===== config.mk =====
export PLATFORM = sky130hd
export DESIGN_NAME = pmul8x16_unit
export DESIGN_NICKNAME = d
export VERILOG_FILES = /design/src/rtl/pmul_pkg.sv /design/src/rtl/pmul_lane_sel.sv /design/src/rtl/pmul_lane_mul.sv /design/src/rtl/pmul_place.sv /design/src/rtl/pmul8x16_unit.sv
export SDC_FILE = /design/constraint.sdc
export NUM_CORES = 2
export LEC_CHECK = 0
export ABC_AREA = 0
export ABC_CLOCK_PERIOD_IN_PS = 9230
export BUFFER_PORTS_ARGS = -buffer_cell sky130_fd_sc_hd__clkbuf_2
export CORE_AREA = 2 2 237 216
export DETAILED_ROUTE_END_ITERATION = 8
export DIE_AREA = 0 0 239 218
export GPL_ROUTABILITY_DRIVEN = 0
export HOLD_SLACK_MARGIN = 0.15
export PLACE_DENSITY = 0.69
export SYNTH_ARGS = -nofsm -noshare
export SYNTH_HDL_FRONTEND = slang
export SYNTH_SLANG_ARGS = --single-unit

===== constraint.sdc =====
create_clock -name clk -period 9.23 [get_ports clk]
set_input_delay 0.923 -clock clk [delete_from_list [all_inputs] [get_ports clk]]
set_output_delay 0.923 -clock clk [all_outputs]
set_load 0.01 [all_outputs]

===== src/rtl/pmul_pkg.sv =====
package pmul_pkg;

    typedef enum logic [2:0] {
        MODE_BASIC    = 3'd0,
        MODE_ALPHA_HI = 3'd1,
        MODE_ALPHA_LO = 3'd2,
        MODE_BYTE_HI  = 3'd3,
        MODE_BYTE_LO  = 3'd4,
        MODE_DBL_HI   = 3'd5,
        MODE_DBL_LO   = 3'd6,
        MODE_RSVD     = 3'd7
    } pmul_mode_e;

    function automatic logic is_double(input pmul_mode_e m);
        return (m == MODE_DBL_HI) || (m == MODE_DBL_LO);
    endfunction

endpackage


===== src/rtl/pmul_lane_sel.sv =====
module pmul_lane_sel
    import pmul_pkg::*;
#(
    parameter int LANES = 4,
    parameter int AW    = 8,
    parameter int BW    = 16
) (
    input  logic [2:0]          mode,
    input  logic [LANES*BW-1:0] opa,
    input  logic [LANES*BW-1:0] opb,
    output logic [LANES*AW-1:0] lane_a,
    output logic [LANES*BW-1:0] lane_b
);
    localparam int DBL_LANES = LANES / 2;
    localparam int HI_OFS    = BW - AW;

    pmul_mode_e m;
    assign m = pmul_mode_e'(mode);

    always_comb begin
        lane_a = '0;
        lane_b = '0;
        for (int i = 0; i < LANES; i++) begin
            unique case (m)
                MODE_BASIC: begin
                    lane_a[i*AW +: AW] = opa[i*AW +: AW];
                    lane_b[i*BW +: BW] = opb[i*BW +: BW];
                end
                MODE_ALPHA_HI: begin
                    lane_a[i*AW +: AW] = opa[i*AW +: AW];
                    lane_b[i*BW +: BW] = opb[BW +: BW];
                end
                MODE_ALPHA_LO: begin
                    lane_a[i*AW +: AW] = opa[i*AW +: AW];
                    lane_b[i*BW +: BW] = opb[0 +: BW];
                end
                MODE_BYTE_HI: begin
                    lane_a[i*AW +: AW] = opa[i*BW + HI_OFS +: AW];
                    lane_b[i*BW +: BW] = opb[i*BW +: BW];
                end
                MODE_BYTE_LO: begin
                    lane_a[i*AW +: AW] = opa[i*BW +: AW];
                    lane_b[i*BW +: BW] = opb[i*BW +: BW];
                end
                MODE_DBL_HI: begin
                    if (i < DBL_LANES) begin
                        lane_a[i*AW +: AW] = opa[i*BW + HI_OFS +: AW];
                        lane_b[i*BW +: BW] = opb[i*BW +: BW];
                    end
                end
                MODE_DBL_LO: begin
                    if (i < DBL_LANES) begin
                        lane_a[i*AW +: AW] = opa[i*BW +: AW];
                        lane_b[i*BW +: BW] = opb[i*BW +: BW];
                    end
                end
                default: begin
                    lane_a[i*AW +: AW] = '0;
                    lane_b[i*BW +: BW] = '0;
                end
            endcase
        end
    end

endmodule


===== src/rtl/pmul_lane_mul.sv =====
module pmul_lane_mul #(
    parameter int AW = 8,
    parameter int BW = 16
) (
    input  logic [AW-1:0] a,
    input  logic [BW-1:0] b,
    output logic [BW-1:0] y
);
    localparam int PW   = AW + BW + 1;
    localparam int KEEP = AW;

    logic signed [AW:0]   a_s;
    logic signed [BW-1:0] b_s;
    logic signed [PW-1:0] prod;

    always_comb begin
        a_s  = $signed({1'b0, a});
        b_s  = $signed(b);
        prod = PW'(a_s) * PW'(b_s);
        y    = prod[KEEP +: BW] + BW'(prod[KEEP-1]);
    end

endmodule


===== src/rtl/pmul_place.sv =====
module pmul_place
    import pmul_pkg::*;
#(
    parameter int LANES = 4,
    parameter int AW    = 8,
    parameter int BW    = 16
) (
    input  logic [2:0]          mode,
    input  logic [LANES*BW-1:0] lane_y,
    output logic [LANES*BW-1:0] placed
);
    localparam int DBL_LANES  = LANES / 2;
    localparam int DBL_STRIDE = 2 * BW;
    localparam int DBL_OFS    = AW - 1;

    pmul_mode_e m;
    assign m = pmul_mode_e'(mode);

    always_comb begin
        placed = '0;
        if (m == MODE_RSVD) begin
            placed = '0;
        end else if (is_double(m)) begin
            for (int i = 0; i < DBL_LANES; i++) begin
                placed[i*DBL_STRIDE + DBL_OFS +: BW] = lane_y[i*BW +: BW];
            end
        end else begin
            placed = lane_y;
        end
    end

endmodule


===== src/rtl/pmul8x16_unit.sv =====
module pmul8x16_unit
    import pmul_pkg::*;
#(
    parameter int LANES = 4,
    parameter int AW    = 8,
    parameter int BW    = 16
) (
    input  logic                clk,
    input  logic                rst_n,
    input  logic                in_valid,
    input  logic [2:0]          mode,
    input  logic [LANES*BW-1:0] opa,
    input  logic [LANES*BW-1:0] opb,
    output logic                out_valid,
    output logic [LANES*BW-1:0] result
);
    localparam int DW = LANES * BW;

    typedef struct packed {
        logic          valid;
        logic [DW-1:0] data;
    } out_state_t;

    out_state_t st_d, st_q;

    logic [LANES*AW-1:0] lane_a;
    logic [LANES*BW-1:0] lane_b;
    logic [LANES*BW-1:0] lane_y;
    logic [DW-1:0]       placed;

    pmul_lane_sel #(.LANES(LANES), .AW(AW), .BW(BW)) u_sel (
        .mode   (mode),
        .opa    (opa),
        .opb    (opb),
        .lane_a (lane_a),
        .lane_b (lane_b)
    );

    for (genvar g = 0; g < LANES; g++) begin : g_lane
        pmul_lane_mul #(.AW(AW), .BW(BW)) u_mul (
            .a (lane_a[g*AW +: AW]),
            .b (lane_b[g*BW +: BW]),
            .y (lane_y[g*BW +: BW])
        );
    end

    pmul_place #(.LANES(LANES), .AW(AW), .BW(BW)) u_place (
        .mode   (mode),
        .lane_y (lane_y),
        .placed (placed)
    );

    always_comb begin
        st_d       = st_q;
        st_d.valid = in_valid;
        if (in_valid) begin
            st_d.data = placed;
        end
    end

    always_ff @(posedge clk) begin
        if (!rst_n) begin
            st_q <= '0;
        end else begin
            st_q <= st_d;
        end
    end

    assign out_valid = st_q.valid;
    assign result    = st_q.data;

endmodule


==> After elaboration in Yosys (flattened, before gate mapping) <==
Cells that the tools add are included.
{ "classes": {"addsub": 4, "n_mul": 4, "eq_ne": 7, "mux": 14, "reduce_logical": 9} }
{ "ops": {"columns": ["operator", "count"], "rows": [
  ["multiplier 9 x 16 -> 24 bit", 4],
  ["one-hot mux 16 bit (3 select lines)", 2],
  ["one-hot mux 8 bit (3 select lines)", 3],
  ["adder 16 x 1 -> 16 bit", 4],
  ["2-to-1 mux 64 bit", 1],
  ["one-hot mux 16 bit (2 select lines)", 2],
  ["2-to-1 mux 16 bit", 3],
  ["one-hot mux 8 bit (2 select lines)", 1],
  ["== test 3 bit (second input constant)", 4],
  ["OR reduction 6 bit", 2],
  ["2-to-1 mux 9 bit", 1],
  ["2-to-1 mux 7 bit", 1],
  ["== test 3 x 2 -> 1 bit (second input constant)", 2],
  ["OR reduction 3 bit", 2],
  ["OR reduction 5 bit", 1],
  ["OR reduction 2 bit", 2],
  ["== test 3 x 1 -> 1 bit (second input constant)", 1],
  ["logical NOT 3 bit", 1],
  ["logical OR 1 bit", 1]
]} }
{ "totals": {"register_bits": 65, "in_bits": 134, "out_inout_bits": 65} }

==> Logic depth before layout (Yosys ltp) <==
{ "depth": {"word_depth": 7, "depth_mapped": 32} }

==> Hierarchy <==
A second synthesis with hierarchy kept.
{ "unflattened": {"hier_cells": 2999, "area_unflattened_um2": 24887.6} }
{ "modules_own_cells": {"columns": ["mod", "n_inst", "cells_each", "area_each_um2", "seq_area_each_um2"], "rows": [
  ["pmul_lane_mul (g_lane[1].u_mul)", 1, 598, 4913.5, 0.0],
  ["pmul_lane_mul (g_lane[3].u_mul)", 1, 576, 4882.2, 0.0],
  ["pmul_lane_mul (g_lane[0].u_mul)", 1, 574, 4805.9, 0.0],
  ["pmul_lane_mul (g_lane[2].u_mul)", 1, 572, 4802.1, 0.0],
  ["pmul8x16_unit", 1, 208, 2489.9, 1301.2],
  ["pmul_lane_sel", 1, 392, 2296.0, 0.0],
  ["pmul_place", 1, 79, 698.2, 0.0]
]} }

==> Worst setup path before layout <==
OpenSTA, ideal clock, no wires.
{ "synth_timing": {"kind": "input port to flip-flop", "start": "in mode[1]", "end": "reg st_q (netlist bit result[12])", "t_arrival_ns": 7.784, "t_required_ns": 9.168, "path_slack_ns": 1.384, "stages": 31, "path_buffers": 7, "path_cell_list": "buf_6 -> buf_6 -> buf_2 -> clkbuf_1 -> clkbuf_1 -> clkbuf_1 -> a22oi_1 -> nor2_1 -> a21o_1 -> nand2_1 -> fa_1 -> inv_1 -> fa_1 -> fa_1 -> inv_1 -> fa_1 -> inv_1 -> ha_1 -> clkbuf_1 -> nand2_1 -> a211oi_1 -> and3_1 -> nor2_1 -> xnor2_1 -> ha_1 -> nand3_1 -> nand4bb_2 -> nor3b_2 -> mux2i_1 -> or4b_1 -> nand3_1"} }
{ "synth_via": {"elab_chain_len": 7, "word_cells_on_any_way": 18, "classes_between": "add/sub (1); mul (1); eq/ne (7); mux (4); reduce/logical (5)"} }
{ "synth_rtl": {"columns": ["item", "line_no", "source"], "rows": [
  ["start, declared", "pmul8x16_unit.sv:11", "input logic [2:0] mode,"],
  ["== test 3 x 2 -> 1 bit, or another cell as far along", "pmul_lane_sel.sv:24", "unique case (m)"],
  ["OR reduction 6 bit (no source line), or another cell as far along", null, null],
  ["one-hot mux 16 bit (2 select lines) / one-hot mux 8 bit (2 select lines) (equally long branches)", "pmul_lane_sel.sv:24", null],
  ["multiplier 9 x 16 -> 24 bit", "pmul_lane_mul.sv:19", "prod = PW'(a_s) * PW'(b_s);"],
  ["adder 16 x 1 -> 16 bit", "pmul_lane_mul.sv:20", "y = prod[KEEP +: BW] + BW'(prod[KEEP-1]);"],
  ["2-to-1 mux 16 bit", "pmul_place.sv:23", "end else if (is_double(m)) begin"],
  ["2-to-1 mux 64 bit (*)", "pmul_place.sv:21", "if (m == MODE_RSVD) begin"],
  ["end signal, assigned", "pmul8x16_unit.sv:65", "st_q <= st_d;"],
  ["end, declared", "pmul8x16_unit.sv:24", "out_state_t st_d, st_q;"]
]} }
Mark *: on every way between the ends. The rest lies on a longest branch, timed or not.
A chain may end at the register's enable or synchronous reset.

==> Final worst setup path <==
{ "layout_timing": {"start": "in mode[2]", "end": "reg st_q (netlist bit result[12])"} }
Same word-level chain as after synthesis.

==> impl_metrics.json <==
{
  "fin_area_um2": 26590,
  "hold_end": "result[60]",
  "ant_nets": 0,
  "postSynthCellCount": 3158,
  "syn_to_final_growth_pct": 8.389,
  "rsz0062_at_grt": "false",
  "hold_viol_final": 0,
  "fill_cells": 4856,
  "drv_slew": 0,
  "rows": 78,
  "start_util_pct": 49.30,
  "cp-end-kind": "flip-flop",
  "max_clock_freq_mhz": 119.9,
  "clkTransAtPathRegs_ps": 60,
  "die_x_um": 239,
  "total_power_uw": 8235,
  "slew_headroom_pct": 18.84,
  "track_usage_pct": 32.32,
  "grt_pass1_wl_mm": 129.5,
  "drtIter0Drc": 2379,
  "syn_nets": 3868,
  "r2r-end": "result[22]",
  "leakage_uw": 0.01357,
  "ir_worst_vdd_mv": 0.4110,
  "final_core_util_pct": 53.43,
  "crit_slowest_cell": "a221o_1",
  "dpl_cell_area_um2": 26230,
  "hold_start": "result[60]",
  "reg2reg_slack_ps": 8310,
  "die_height_um": 218,
  "setup_tns_ps": 0,
  "wl_per_cell_um": 20.71,
  "synthDistinctLibCells": 95,
  "cpPeakStageDelay_ps": 650,
  "vias": 23290,
  "tritoncts": "built",
  "path_common_cell": "fa_1",
  "maxCapViolations": 0,
  "grt_remaining_overflow": 0,
  "fin_cells": 3951,
  "cts_buffer_depth": 2,
  "postCtsSetupRepairBufs": 0,
  "clk_latency_ps": 340,
  "finClkSkew_ps": 0,
  "drc": 0,
  "grt_antenna_before_repair": 20,
  "setup_violations": 0,
  "firstDrtPassIters": 6,
  "ys.warnings.count": 0,
  "synth_top_area_share_pct": 32.31,
  "critPathMaxFanout": 52,
  "yosysTopAreaCell": "fa_1",
  "drt-total-wl_mm": 81.81,
  "ys_seq_area_share_pct": 5.303,
  "num_io_pins": 199,
  "required_ps": 9520,
  "die_area_um2": 52100,
  "powerDensity_nw_per_um2": 309.7,
  "syn_area_um2": 24540,
  "dpl.cell_count": 3920,
  "yosysMostFrequentCell": "inv_1",
  "worstHoldPathCells": 2,
  "ys_top_cells_by_area": "fa_1 (32%), ha_1 (9.2%), inv_1 (8.5%)",
  "async_reset_ff_share_pct": 0,
  "synth_edf_count": 0,
  "postCtsHoldBufs": 0,
  "fin_crit_sh_pct": 90.39,
  "port_buffers": 198,
  "final_nets": 4001,
  "worst_pin_slew_ps": 1217,
  "status": "completed",
  "cp-start-kind": "input port",
  "grt_pass1_vias": 23220,
  "ys_seq_elements": 65,
  "crit_start": "mode[2]",
  "hold_class": "flip-flop to flip-flop",
  "cp.arrival_ps": 8630,
  "viasPerCell": 5.895,
  "hpwl_mm": 68.87,
  "netlist_top_cells_count": "inv_1 (557), fa_1 (396), nor2_1 (360), nand2_1 (350), a21oi_1 (183)",
  "yosys_most_used_dff": "dfxtp_1",
  "cts_made_buffers": 9,
  "avgSynthCellArea_um2": 7.769,
  "cts-resized-gates": 0,
  "fin_crit_ps": 8343,
  "criticalPathCategory": "input port to flip-flop",
  "grt_max_degree": 93,
  "clock_sinks": 65,
  "cts_max_level": 3,
  "reg2reg_depth": 2,
  "drive_gt1_share_pct": 9.618,
  "cts_root_buffer": "clkbuf_16",
  "r2r_start": "result[22]",
  "coreArea_um2": 49770
}
[critical path: cells and delay by family]
kind	cells	cell delay, ps
compound gates	2	1020
fa+ha+maj	6	2650
xor+xnor	1	350
simple gates	10	2640
buf+inv	5	850
mux	1	150
[layer usage]
| layer | GRT usage (%) | vias up | share of wire [%] |
|---|---|---|---|
| met1 | 43.04 | 11380 | 40 |
| met5 | 0 | - | 0.062 |
| li1 | - | 10510 | - |
| met3 | 6.494 | 226 | 10 |
| met4 | 17.60 | 8 | 5.9 |
| met2 | 49.45 | 1177 | 43 |
[metrics by stage]
stage               setup WS [ps]  hold WS, ps
floorplan                    1384        469.7
global placement            909.9        446.7
detailed placement          736.6        448.6
CTS                          1072        457.0
global route                398.9        474.4
finish                      887.0        452.1
[registers in the layout, summed over array words and instances (netlist names)]
register	flops
result	64
out_valid	1
[layout by cell type, fill, tap and decap left out, types with 45 or more instances in the layout]
cell type	Yosys	layout
a22oi_1	57	57
nor2b_1	57	57
ha_1	180	180
nor2_1	360	359
dfxtp_1	65	65
inv_1	557	557
nand2b_1	56	56
nand2_1	350	350
fa_1	396	396
o21a_1	45	45
a21oi_1	183	183
o21ai_0	94	94
xnor2_1	74	74
a21o_1	52	52
buf_4	1	56
clkbuf_2	0	195
[cells by family after synthesis]
family | count (synthesis) | share of synthesized area, %
compound gates | 628 | 17.21
fa+ha+maj | 576 | 41.49
xor+xnor | 119 | 4.335
flops | 65 | 5.303
simple gates | 1060 | 20.07
mux | 20 | 0.8465
buf+inv | 690 | 10.75
[report_power, final]
part           total, µW  internal, µW  switching (µW)
Clock                390           250             139
Combinational       7420          2860            4550
Sequential           430           368            61.7
[worst max-delay path by stage]
stage	end	slack, ps	cells after the start
3_5_place_dp	result[12]	740	25
4_1_cts	result[12]	1070	25
2_1_floorplan	result[12]	1380	31
3_3_place_gp	result[12]	910	25
6_report	result[12]	890	25
5_1_grt	result[12]	400	25
[cell type report]
cell class	instances	area, µm²	area share, %
clock inverters	5	77.57	0.2917
well taps	640	800.8	3.011
repair buffers	252	1416	5.326
diodes	15	37.54	0.1411
clock buffers	11	252.7	0.9504
multi-input cells	2403	20600	77.47
flip-flops and latches	65	1301	4.893
inverters	560	2105	7.913
No activity file was read; power rests on OpenSTA's default activity.
